### src/rtl/tfe_pkg.sv
// Package: shared sizes of the folded thermometer encoder.
// Assumes the classic 2^OUT_W - 1 comparator-line configuration.
package tfe_pkg;
    localparam int OUT_W   = 5;
    localparam int IN_W    = (1 << OUT_W) - 1;    // 31 comparator lines
    localparam int MID_W   = 1 << (OUT_W - 2);    // 8 fold lines
    localparam int XOR_LVL = OUT_W - 2;           // bits formed by XOR pairs
endpackage

### src/rtl/tfe_fold_stage.sv
// Module: first stage. Folds the 31 thermometer lines onto 8 lines.
// Line n (index n-1) is high where the code edge falls in the n-th slot
// of the first or third group of eight. The last line also takes the
// upper half directly.
// Assumes IN_W = 4*MID_W - 1. Purely combinational.
module tfe_fold_stage #(
    parameter int IN_W  = tfe_pkg::IN_W,
    parameter int MID_W = tfe_pkg::MID_W
) (
    input  logic [IN_W-1:0]  therm,
    output logic [MID_W-1:0] fold
);
    localparam int Q1 = MID_W;
    localparam int Q2 = 2 * MID_W;
    localparam int Q3 = 3 * MID_W;

    // AND-with-complement pairs for the first seven lines
    for (genvar j = 0; j < MID_W - 1; j++) begin : g_fold
        assign fold[j] = (therm[j] & ~therm[j+Q1]) | (therm[j+Q2] & ~therm[j+Q3]);
    end

    // The top fold line takes the third-quarter line directly
    assign fold[MID_W-1] = (therm[MID_W-1] & ~therm[Q2-1]) | therm[Q3-1];
endmodule

### src/rtl/tfe_xor_stage.sv
// Module: second stage. Forms the binary bits from the fold lines.
// Bit L (L < XOR_LVL) ORs together XOR pairs taken at stride 2^L.
// The next bit is the top fold line, and the MSB is the mid comparator line.
// Purely combinational.
module tfe_xor_stage #(
    parameter int MID_W   = tfe_pkg::MID_W,
    parameter int OUT_W   = tfe_pkg::OUT_W,
    parameter int XOR_LVL = tfe_pkg::XOR_LVL
) (
    input  logic [MID_W-1:0] fold,
    input  logic             mid_line,
    output logic [OUT_W-1:0] bin
);
    for (genvar l = 0; l < XOR_LVL; l++) begin : g_lvl
        localparam int STEP = 1 << l;
        localparam int NPR  = MID_W >> (l + 1);
        logic [NPR-1:0] pair_x;
        // XOR of the lines at the two ends of each stride-2^l pair
        for (genvar m = 0; m < NPR; m++) begin : g_pair
            assign pair_x[m] = fold[m*2*STEP + STEP - 1] ^ fold[m*2*STEP + 2*STEP - 1];
        end
        assign bin[l] = |pair_x;
    end

    assign bin[OUT_W-2] = fold[MID_W-1];
    assign bin[OUT_W-1] = mid_line;
endmodule

### src/rtl/tfe_out_reg.sv
// Module: output register of the encoder, with synchronous active-low clear.
// Assumes the data input has settled within one clock period.
module tfe_out_reg #(
    parameter int W = tfe_pkg::OUT_W
) (
    input  logic         clk,
    input  logic         rst_n,
    input  logic [W-1:0] d,
    output logic [W-1:0] q
);
    // Capture the encoded value each edge; reset wins
    always_ff @(posedge clk) begin
        if (!rst_n) q <= '0;
        else        q <= d;
    end
endmodule

### src/rtl/tfe_flash_encoder.sv
// Module: top of the folded thermometer-to-binary encoder.
// Comparator lines go unregistered through fold and XOR stages into a
// single output register.
// Assumes therm_i meets setup to clk through both stages.
module tfe_flash_encoder #(
    parameter int OUT_W = tfe_pkg::OUT_W,
    parameter int IN_W  = tfe_pkg::IN_W,
    parameter int MID_W = tfe_pkg::MID_W
) (
    input  logic             clk,
    input  logic             rst_n,
    input  logic [IN_W-1:0]  therm_i,
    output logic [OUT_W-1:0] bin_o
);
    localparam int MID_IDX = (IN_W - 1) / 2;   // C[16]

    logic [MID_W-1:0] fold_w;
    logic [OUT_W-1:0] bin_w;

    tfe_fold_stage #(.IN_W(IN_W), .MID_W(MID_W)) u_fold (
        .therm (therm_i),
        .fold  (fold_w)
    );

    tfe_xor_stage #(.MID_W(MID_W), .OUT_W(OUT_W), .XOR_LVL(OUT_W - 2)) u_xor (
        .fold     (fold_w),
        .mid_line (therm_i[MID_IDX]),
        .bin      (bin_w)
    );

    tfe_out_reg #(.W(OUT_W)) u_reg (
        .clk   (clk),
        .rst_n (rst_n),
        .d     (bin_w),
        .q     (bin_o)
    );

    // A clean thermometer word is registered as its count of ones
    assert_valid_count_R5: assert property (@(posedge clk) disable iff (!rst_n)
        ((therm_i & (therm_i + IN_W'(1))) == '0) |=> (bin_o == OUT_W'($countones($past(therm_i)))));

    // MSB follows the mid comparator line of the previous cycle
    assert_msb_direct_R4: assert property (@(posedge clk) disable iff (!rst_n)
        rst_n |=> (bin_o[OUT_W-1] == $past(therm_i[MID_IDX])));

    // All lines high folds onto the top fold line alone
    assert_full_fold_R3: assert property (@(posedge clk) disable iff (!rst_n)
        (&therm_i) |-> (fold_w == (MID_W'(1) << (MID_W - 1))));

    // Reset clears the register on the following edge
    assert_reset_clear_R7: assert property (@(posedge clk)
        !rst_n |=> (bin_o == '0));
endmodule

### config.mk
export PLATFORM = sky130hd
export DESIGN_NAME = tfe_flash_encoder
export DESIGN_NICKNAME = d
export VERILOG_FILES = /design/src/rtl/tfe_pkg.sv /design/src/rtl/tfe_fold_stage.sv /design/src/rtl/tfe_xor_stage.sv /design/src/rtl/tfe_out_reg.sv /design/src/rtl/tfe_flash_encoder.sv
export SDC_FILE = /design/constraint.sdc
export NUM_CORES = 1
export LEC_CHECK = 0
export BUFFER_PORTS_ARGS = -buffer_cell sky130_fd_sc_hd__clkbuf_2
export CELL_PAD_IN_SITES_DETAIL_PLACEMENT = 1
export CELL_PAD_IN_SITES_GLOBAL_PLACEMENT = 1
export CORE_ASPECT_RATIO = 1.1
export CORE_MARGIN = 2
export CORE_UTILIZATION = 20
export CTS_CLUSTER_DIAMETER = 30
export DETAILED_ROUTE_END_ITERATION = 7
export PLACE_DENSITY_LB_ADDON = 0.1
export SYNTH_ARGS = -nofsm -noshare
export SYNTH_HDL_FRONTEND = slang
export SYNTH_SLANG_ARGS = --single-unit
### constraint.sdc
create_clock -name clk -period 3 [get_ports clk]
set_input_delay 0.3 -clock clk [delete_from_list [all_inputs] [get_ports clk]]
set_output_delay 0.3 -clock clk [all_outputs]
set_load 0.03 [all_outputs]
After elaboration in Yosys (flattened, before gate mapping)
Index checks and enable logic that the tools add are counted.
Word-level totals
  flip-flop bits (word level): 5
  input port bits: 33
  output and inout port bits: 5
  word-level logic and storage cells: 48
Cells by class
  bitwise operators: 45
  reductions and logical operators: 2
Operators with widths (number)
  $and A1 B1 Y1: 15
  $not A1 Y1: 15
  $or A1 B1 Y1: 8
  $xor A1 B1 Y1: 7
  $reduce_or A4 Y1: 1
  $reduce_or A2 Y1: 1

Longest topological paths before layout
Gate-level depths: netlist of the first run.
  depth in word-level cells: 5
  depth in mapped cells: 4
  mapped depth without buffers: 4

Hierarchy
From an unflattened synthesis of the first run, not the netlist that was laid out.
Second synthesis, totals
  cell total of the unflattened synthesis: 45
  area total of the unflattened synthesis: 376.6 sq um
By module, submodules not included
  tfe_fold_stage: instances 1, cells each 23, area each 151.4 sq um
  tfe_out_reg: instances 1, cells each 10, area each 131.4 sq um
  tfe_xor_stage: instances 1, cells each 12, area each 93.8 sq um

Worst setup path after synthesis of the first run
No wires, ideal clock.
  path kind: input -> register
  from: input therm_i[3]
  to: register u_reg.q[0]
  setup time: 0.125 ns
  data arrival time: 1.064 ns
  data required time: 2.875 ns
  path slack: 1.811 ns
  stages: 4
  path buffers: 0
  cell sequence: inv_1 > o22ai_1 > xor2_1 > o41a_1
Between the ends
  word-level cells in the longest chain between the ends: 4
Ends and longest elaborated chain
  start, declared: RTL line tfe_flash_encoder.sv:12  | input logic [IN_W-1:0] therm_i,
  $and A1 B1 Y1: RTL line tfe_fold_stage.sv:19  | assign fold[j] = (therm[j] & ~therm[j+Q1]) | (therm[j+Q2] & ~therm[j+Q3]);
  $or A1 B1 Y1: RTL line tfe_fold_stage.sv:19
  $xor A1 B1 Y1: RTL line tfe_xor_stage.sv:20  | assign pair_x[m] = fold[m*2*STEP + STEP - 1] ^ fold[m*2*STEP + 2*STEP - 1];
  $reduce_or A4 Y1: RTL line tfe_xor_stage.sv:22  | assign bin[l] = |pair_x;
  end signal, assigned: RTL line tfe_out_reg.sv:13  | if (!rst_n) q <= '0;
  end signal, assigned: RTL line tfe_out_reg.sv:14  | else q <= d;
  end, declared: RTL line tfe_out_reg.sv:9  | output logic [W-1:0] q
No other way between the ends.
A chain may end at the register's enable or synchronous reset.

Final worst setup path of the first run
Same ends and word-level chain as after synthesis.

==> results of run 1 <==
## synth_stat cells (all sizes together)
cell type   n
a21boi      1
a21oi       1
and2        2
and2b       1
dfxtp       5
inv        15
o22ai       7
o41a        1
xnor2       3
xor2        4
## logic make-up (layout without fill, tap and decap cells)
logic type                count (synthesis)  after routing  share of synthesized area, %
DFF                                       5              5                          31.4
AOI/OAI and AO/OA                        10             10                          24.7
xor gates and xnor gates                  7              7                          19.2
buffers and inverters                    15             56                          17.6
and+or+nand+nor                           3              3                          7.06
## final timing paths
| check | from | endpoint | slack [ps] | cells after the start |
|---|---|---|---|---|
| max | therm_i[3] | u_reg.q[0] | 1920 | 5 |
| min | therm_i[15] | u_reg.q[4] | 320 | 2 |
## power groups by stage
stage | registers [W] | logic (W) | clock network [W]
2_1_floorplan | 0.0000868 | 0.0000265 | 0
3_3_place_gp | 0.0000750 | 0.0000682 | 0
3_5_place_dp | 0.0000751 | 0.0000688 | 0
4_1_cts | 0.0000739 | 0.0000692 | 0.0000793
5_1_grt | 0.0000740 | 0.0000757 | 0.0000839
6_report | 0.0000740 | 0.0000673 | 0.0000758
## stage by stage
stage	hold slack, ps	total power [W]	instances
after CTS	317	0.000222	98
final	321	0.000217	98
after global routing	322	0.000234	98
after floorplan	422	0.000113	40
after global placement	551	0.000143	94
after detailed placement	559	0.000144	94
## layout make-up
class | instances | share of cell area, %
well taps | 17 | 3.85
multi-input cells | 20 | 29.5
repair buffers | 37 | 33.6
inverters | 15 | 10.2
flip-flops and latches | 5 | 18.1
clock buffers | 4 | 4.76
## layer usage
layer | global-route usage (%) | vias to the layer above
met5 | 0 | -
met4 | 1.88 | 0
met3 | 6.35 | 2
met2 | 16.3 | 26
met1 | 10.4 | 169
li1 | - | 205
==> report_table.html, run 1 <==
<table>
<tr><th>Metric</th><th>Value</th></tr>
<tr><th colspan="2">Route</th></tr>
<tr><td>Top Layer Used</td><td>met4</td></tr>
<tr><td>Count of vias placed by the detailed router</td><td>402</td></tr>
<tr><td>Average wire per standard cell</td><td>8.18 um</td></tr>
<tr><td>Amount of wire on met2 after detailed routing</td><td>370 um</td></tr>
<tr><td>Met3 WL</td><td>112 um</td></tr>
<tr><td>Drt first-iter violations</td><td>1</td></tr>
<tr><td>Vias per std cell</td><td>4.10</td></tr>
<tr><td>Overall routed net length</td><td>802 um</td></tr>
<tr><td>Residual DRC</td><td>0</td></tr>
<tr><td>Residual antenna-violating net count after detailed routing</td><td>0</td></tr>
<tr><td>Number of optimization iterations in the first detailed-route pass</td><td>2</td></tr>
<tr><td>Routed met1 length</td><td>315 um</td></tr>
<tr><th colspan="2">Min path</th></tr>
<tr><td>Class of the tightest hold or removal check</td><td>in -&gt; reg</td></tr>
<tr><th colspan="2">Setup path</th></tr>
<tr><td>Number of buffers and inverters on the critical path</td><td>2</td></tr>
<tr><td>Startpoint kind of the worst setup timing path</td><td>input pin</td></tr>
<tr><td>Crit end category</td><td>register</td></tr>
<tr><td>Crit-path max FO</td><td>3</td></tr>
<tr><td>Slowest cell on the critical path</td><td>sky130_fd_sc_hd__o41a_1</td></tr>
<tr><td>Data arrival, critical path</td><td>1200 ps</td></tr>
<tr><td>Biggest cell delay along the critical path</td><td>360 ps</td></tr>
<tr><td>Data required time of the worst path</td><td>3120 ps</td></tr>
<tr><td>Top delay family on crit path</td><td>compound AO/OA/AOI/OAI gates</td></tr>
<tr><td>List of cells traversed by the critical path</td><td>clkbuf_2 -&gt; inv_1 -&gt; o22ai_1 -&gt; xor2_1 -&gt; o41a_1</td></tr>
<tr><td>Critical path class</td><td>in -&gt; reg</td></tr>
<tr><th colspan="2">Layout</th></tr>
<tr><td>Area overhead of the layout relative to synthesis</td><td>72.9%</td></tr>
<tr><td>Total area of multi-input combinational cells</td><td>163 um2</td></tr>
<tr><td>Fillers</td><td>212</td></tr>
<tr><td>Area of all sequential standard cells</td><td>100 um2</td></tr>
<tr><td>Antenna cells</td><td>0</td></tr>
<tr><td>Leading cell type in the layout, fill and taps excluded</td><td>sky130_fd_sc_hd__clkbuf_2</td></tr>
<tr><td>Layout cells sized above 1</td><td>54.3%</td></tr>
<tr><td>Final Instance Area</td><td>552 um2</td></tr>
<tr><td>Largest register by flop count</td><td>u_reg.q</td></tr>
<tr><td>Max FFs per register</td><td>5</td></tr>
<tr><td>Regs by FF count</td><td>u_reg.q: 5 flops</td></tr>
<tr><td>Finished Core Util</td><td>35.9%</td></tr>
<tr><td>Commonest cells after routing, fill and taps aside</td><td>sky130_fd_sc_hd__clkbuf_2, sky130_fd_sc_hd__inv_1, sky130_fd_sc_hd__o22ai_1</td></tr>
<tr><td>Number of nets in the finished design</td><td>115</td></tr>
<tr><th colspan="2">Outcome</th></tr>
<tr><td>Run status</td><td>finished clean</td></tr>
<tr><th colspan="2">Clock tree</th></tr>
<tr><td>TritonCTS clock tree</td><td>done</td></tr>
<tr><td>H-tree levels</td><td>1</td></tr>
<tr><td>Number of CTS-inserted buffers</td><td>3</td></tr>
<tr><td>Number of cells upsized or downsized after cts</td><td>0</td></tr>
<tr><td>Post-CTS Setup Bufs</td><td>0</td></tr>
<tr><td>Largest buffer count on any clock path</td><td>2</td></tr>
<tr><td>TritonCTS Sinks</td><td>5</td></tr>
<tr><td>Clk slew on worst S/H paths</td><td>40 ps</td></tr>
<tr><td>Cts hold-fix bufs</td><td>0</td></tr>
<tr><td>CTS root buffer</td><td>sky130_fd_sc_hd__clkbuf_4</td></tr>
<tr><th colspan="2">Synthesis</th></tr>
<tr><td>Portion of the post-synthesis area used by sequential elements</td><td>31.4%</td></tr>
<tr><td>Number of nets produced by synthesis</td><td>73</td></tr>
<tr><td>Cell taking the most area after synthesis</td><td>sky130_fd_sc_hd__dfxtp_1</td></tr>
<tr><td>Syn_area_per_cell</td><td>7.98 um2</td></tr>
<tr><td>Gate count of the mapped netlist</td><td>40</td></tr>
<tr><td>Cell types with the largest area share after synthesis</td><td>sky130_fd_sc_hd__dfxtp_1, sky130_fd_sc_hd__inv_1, sky130_fd_sc_hd__o22ai_1</td></tr>
<tr><td>Yosys synthesis warning count</td><td>0</td></tr>
<tr><td>Post-synthesis instance area</td><td>319 um2</td></tr>
<tr><td>FF+latch count, synth</td><td>5</td></tr>
<tr><td>Area share of the largest cell type after synthesis</td><td>31.4%</td></tr>
<tr><td>Netlist cell types</td><td>12</td></tr>
<tr><th colspan="2">Timing</th></tr>
<tr><td>Setup slack of the critical path after layout</td><td>1920 ps</td></tr>
<tr><td>Timing-limited maximum frequency</td><td>925 MHz</td></tr>
<tr><td>Worst Max-Slew Pin Slew</td><td>372 ps</td></tr>
<tr><td>Post-layout minimum cycle time</td><td>1080 ps</td></tr>
<tr><td>Total Negative Setup Slacks</td><td>0 ps</td></tr>
<tr><td># setup viols final</td><td>0</td></tr>
<tr><td>Slew Limit Headroom</td><td>75.2%</td></tr>
<tr><td>Final Cycle Share</td><td>36.0%</td></tr>
<tr><td>RSZ-0062 raised after global routing</td><td>false</td></tr>
<tr><td>Number of hold-slack violations in the final timing report</td><td>0</td></tr>
<tr><td>Max-slew violation count</td><td>0</td></tr>
<tr><th colspan="2">Place</th></tr>
<tr><td>Last weighted congestion value of the routability-driven placer</td><td>0.567</td></tr>
<tr><td>Count of buffers inserted at the top-level ports</td><td>37</td></tr>
<tr><td>Final HPWL from detailed placement</td><td>742 um</td></tr>
<tr><td>Area post-placement</td><td>526 um2</td></tr>
<tr><td>Worst Setup Slack post-DPL</td><td>1650 ps</td></tr>
<tr><th colspan="2">Global routing</th></tr>
<tr><td>Antenna violations before repair</td><td>0</td></tr>
<tr><td>Global-route congestion overflow total</td><td>0</td></tr>
<tr><td>Overall routing resource usage</td><td>9.65%</td></tr>
<tr><td>Pin count of the biggest net entering global routing</td><td>6</td></tr>
<tr><td>First-pass GRT wire length</td><td>1.36 mm</td></tr>
<tr><td>Via count of the first global-routing pass</td><td>349</td></tr>
<tr><th colspan="2">Power</th></tr>
<tr><td>Static power due to leakage</td><td>0.342 nW</td></tr>
<tr><td>Seq pwr share</td><td>34.1%</td></tr>
<tr><td>Power density relative to cell area</td><td>393 nW/um2</td></tr>
<tr><td>Switching power summed over all nets</td><td>0.0000608 W</td></tr>
<tr><td>Cell Int Power</td><td>0.000156 W</td></tr>
<tr><td>Comb power frac</td><td>31.0%</td></tr>
<tr><td>Net switching fraction of the power</td><td>28.0%</td></tr>
<tr><td>Portion of total power attributed to the clock network</td><td>34.9%</td></tr>
<tr><td>VDD IR-drop max</td><td>0.000134 V</td></tr>
<tr><th colspan="2">Die</th></tr>
<tr><td>Site Rows</td><td>15</td></tr>
<tr><td>Die extent in y</td><td>45.9 um</td></tr>
<tr><td>I/O pin count</td><td>38</td></tr>
<tr><td>Starting Density</td><td>20.7%</td></tr>
<tr><td>Die width</td><td>42.1 um</td></tr>
<tr><td>Floorplan die area</td><td>1930 um2</td></tr>
<tr><td>Core Box Area</td><td>1540 um2</td></tr>
<tr><th colspan="2">Job</th></tr>
<tr><td>Max-cap violations</td><td>0</td></tr>
</table>
(Power assumes the default switching activity.)
==> inputs of run 2 (changes only) <==
Settings changed: CORE_UTILIZATION 20 to 17.
Clock period 3 ns to 0.87 ns, I/O delays scaled along.
==> run 2 against run 1 <==
Clock power rose to 3.4 times the previous value. Sequential cell count did not move. Critical endpoint is now bin_o[0]. Die area is 16% higher. Sequential power increased to 3.4 times the previous value. Largest power group is now combinational logic. Wire length rose by 6.4%. First-iteration DRC count grew to 3.0 times the previous value. Hold slack lost 180 ps.
==> report_table.html, run 2 (same netlist as run 1, synthesis figures left out) <==
<table>
<tr><th>Metric</th><th>Value</th></tr>
<tr><th colspan="2">Timing</th></tr>
<tr><td>Slew Limit Headroom</td><td>88.5% (+13 points)</td></tr>
<tr><td>RSZ-0062 raised after global routing</td><td>false</td></tr>
<tr><td>Setup slack of the critical path after layout</td><td>50.0 ps (-1870 ps)</td></tr>
<tr><td>Max-slew violation count</td><td>0 (unchanged)</td></tr>
<tr><td>Post-layout minimum cycle time</td><td>820 ps</td></tr>
<tr><td># setup viols final</td><td>0 (unchanged)</td></tr>
<tr><td>Final Cycle Share</td><td>94.3%</td></tr>
<tr><td>Timing-limited maximum frequency</td><td>1220 MHz</td></tr>
<tr><td>Worst Max-Slew Pin Slew</td><td>171 ps (-201 ps)</td></tr>
<tr><td>Number of hold-slack violations in the final timing report</td><td>0 (unchanged)</td></tr>
<tr><th colspan="2">Route</th></tr>
<tr><td>Overall routed net length</td><td>853 um (+6.4%)</td></tr>
<tr><td>Residual antenna-violating net count after detailed routing</td><td>0 (unchanged)</td></tr>
<tr><td>Drt first-iter violations</td><td>3 (+2)</td></tr>
<tr><td>Residual DRC</td><td>0 (unchanged)</td></tr>
<tr><td>Count of vias placed by the detailed router</td><td>415 (+3.2%)</td></tr>
<tr><td>Number of optimization iterations in the first detailed-route pass</td><td>4 (+2)</td></tr>
<tr><td>Average wire per standard cell</td><td>8.28 um (+1.2%)</td></tr>
<tr><td>Vias per std cell</td><td>4.03 (-1.8%)</td></tr>
<tr><th colspan="2">Layout</th></tr>
<tr><td>Largest register by flop count</td><td>u_reg.q</td></tr>
<tr><td>Fillers</td><td>241 (+14%)</td></tr>
<tr><td>Leading cell type in the layout, fill and taps excluded</td><td>sky130_fd_sc_hd__clkbuf_2</td></tr>
<tr><td>Max FFs per register</td><td>5 (unchanged)</td></tr>
<tr><td>Regs by FF count</td><td>u_reg.q: 5 flops</td></tr>
<tr><td>Layout cells sized above 1</td><td>62.4% (+8.0 points)</td></tr>
<tr><td>Commonest cells after routing, fill and taps aside</td><td>sky130_fd_sc_hd__clkbuf_2, sky130_fd_sc_hd__inv_1, sky130_fd_sc_hd__dfxtp_1</td></tr>
<tr><td>Area overhead of the layout relative to synthesis</td><td>95.7%</td></tr>
<tr><td>Finished Core Util</td><td>35.0% (-0.81 points)</td></tr>
<tr><td>Antenna cells</td><td>0 (unchanged)</td></tr>
<tr><td>Final Instance Area</td><td>624 um2 (+13%)</td></tr>
<tr><td>Number of nets in the finished design</td><td>119 (+3.5%)</td></tr>
<tr><th colspan="2">Place</th></tr>
<tr><td>Last weighted congestion value of the routability-driven placer</td><td>0.593 (+4.6%)</td></tr>
<tr><td>Count of buffers inserted at the top-level ports</td><td>37 (unchanged)</td></tr>
<tr><td>Area post-placement</td><td>598 um2 (+14%)</td></tr>
<tr><td>Final HPWL from detailed placement</td><td>845 um (+14%)</td></tr>
<tr><td>Worst Setup Slack post-DPL</td><td>-204 ps (-1850 ps)</td></tr>
<tr><th colspan="2">Setup path</th></tr>
<tr><td>Slowest cell on the critical path</td><td>sky130_fd_sc_hd__dfxtp_1</td></tr>
<tr><td>Crit end category</td><td>output pin</td></tr>
<tr><td>Top delay family on crit path</td><td>flip-flops</td></tr>
<tr><td>Data arrival, critical path</td><td>730 ps (-470 ps)</td></tr>
<tr><td>Data required time of the worst path</td><td>780 ps (-2340 ps)</td></tr>
<tr><td>List of cells traversed by the critical path</td><td>clkbuf_2</td></tr>
<tr><td>Biggest cell delay along the critical path</td><td>300 ps (-60 ps)</td></tr>
<tr><td>Number of buffers and inverters on the critical path</td><td>1 (-1)</td></tr>
<tr><td>Critical path class</td><td>reg -&gt; out</td></tr>
<tr><td>Crit-path max FO</td><td>1 (-2)</td></tr>
<tr><td>Startpoint kind of the worst setup timing path</td><td>register</td></tr>
<tr><th colspan="2">Global routing</th></tr>
<tr><td>Overall routing resource usage</td><td>8.39% (-1.3 points)</td></tr>
<tr><td>Via count of the first global-routing pass</td><td>395 (+13%)</td></tr>
<tr><td>First-pass GRT wire length</td><td>1.39 mm (+2.0%)</td></tr>
<tr><td>Global-route congestion overflow total</td><td>0 (unchanged)</td></tr>
<tr><td>Antenna violations before repair</td><td>0 (unchanged)</td></tr>
<tr><td>Pin count of the biggest net entering global routing</td><td>6 (unchanged)</td></tr>
<tr><th colspan="2">Job</th></tr>
<tr><td>Max-cap violations</td><td>0 (unchanged)</td></tr>
<tr><th colspan="2">Clock tree</th></tr>
<tr><td>Number of cells upsized or downsized after cts</td><td>0 (unchanged)</td></tr>
<tr><td>Largest buffer count on any clock path</td><td>2 (unchanged)</td></tr>
<tr><td>CTS root buffer</td><td>sky130_fd_sc_hd__clkbuf_4</td></tr>
<tr><td>H-tree levels</td><td>1 (unchanged)</td></tr>
<tr><td>TritonCTS Sinks</td><td>5 (unchanged)</td></tr>
<tr><td>Number of CTS-inserted buffers</td><td>3 (unchanged)</td></tr>
<tr><td>Post-CTS Setup Bufs</td><td>0 (unchanged)</td></tr>
<tr><td>Cts hold-fix bufs</td><td>0 (unchanged)</td></tr>
<tr><td>Clk slew on worst S/H paths</td><td>40 ps (about the same)</td></tr>
<tr><td>TritonCTS clock tree</td><td>done</td></tr>
<tr><th colspan="2">Power</th></tr>
<tr><td>Power density relative to cell area</td><td>1270 nW/um2 (+220%)</td></tr>
<tr><td>PnR Total Power</td><td>0.000791 W (+260%)</td></tr>
<tr><td>VDD IR-drop max</td><td>0.000385 V (+190%)</td></tr>
<tr><td>Static power due to leakage</td><td>0.370 nW (+8.2%)</td></tr>
<tr><th colspan="2">Die</th></tr>
<tr><td>Starting Density</td><td>17.9% (-2.8 points)</td></tr>
<tr><td>Die extent in y</td><td>49.4 um (+7.7%)</td></tr>
<tr><td>I/O pin count</td><td>38 (unchanged)</td></tr>
<tr><td>Die width</td><td>45.3 um (+7.7%)</td></tr>
<tr><td>Core Box Area</td><td>1780 um2 (+16%)</td></tr>
<tr><td>Floorplan die area</td><td>2240 um2 (+16%)</td></tr>
<tr><td>Site Rows</td><td>16 (+1)</td></tr>
<tr><th colspan="2">Outcome</th></tr>
<tr><td>Run status</td><td>finished clean</td></tr>
<tr><th colspan="2">Min path</th></tr>
<tr><td>End point of the most critical hold path</td><td>u_reg.q[0]</td></tr>
<tr><td>Class of the tightest hold or removal check</td><td>in -&gt; reg</td></tr>
<tr><td>Hold-critical path depth</td><td>2 (unchanged)</td></tr>
<tr><td>Hold path startpoint</td><td>rst_n</td></tr>
</table>
-- run 2: routing by layer --
metal / GRT usage, % / up-vias / share of wire (%)
met5: 0 / - / 0
met4: 7.35 / 0 / 0
met3: 1.48 / 0 / 9.1
met2: 14.5 / 20 / 56
met1: 7.95 / 181 / 35
li1: - / 214 / -
-- run 2: power breakdown --
part | switching (W) | total [W] | internal (W)
Sequential | 0.00000409 | 0.000254 | 0.000250
Clock | 0.0000844 | 0.000257 | 0.000173
Combinational | 0.000136 | 0.000280 | 0.000144
Total | 0.000224 | 0.000791 | 0.000566
-- run 2: worst max path at each step --
stage           startpoint    endpoint  cells after the start
2_1_floorplan  therm_i[15]  u_reg.q[0]                      4
3_3_place_gp   therm_i[15]  u_reg.q[0]                      5
3_5_place_dp   therm_i[15]  u_reg.q[0]                      5
4_1_cts         u_reg.q[0]    bin_o[0]                      1
5_1_grt         u_reg.q[4]    bin_o[4]                      1
6_report        u_reg.q[0]    bin_o[0]                      1
-- run 2: layout make-up --
cell class | count | area (um2) | area share [%]
Clock buffer | 4 | 26.3 | 4.21
Inverter | 15 | 71.3 | 11.4
Multi-Input combinational cell | 20 | 189 | 30.3
Sequential cell | 5 | 100 | 16.0
Tap cell | 18 | 22.5 | 3.61
Timing Repair Buffer | 41 | 215 | 34.5
-- run 2: through the flow --
step	cells	TNS (ps)	hold slack [ps]
2_1_floorplan	40	-1.57	209
3_3_place_gp	99	-325	376
3_5_place_dp	99	-403	381
4_1_cts	103	0	132
5_1_grt	103	0	141
6_report	103	0	137
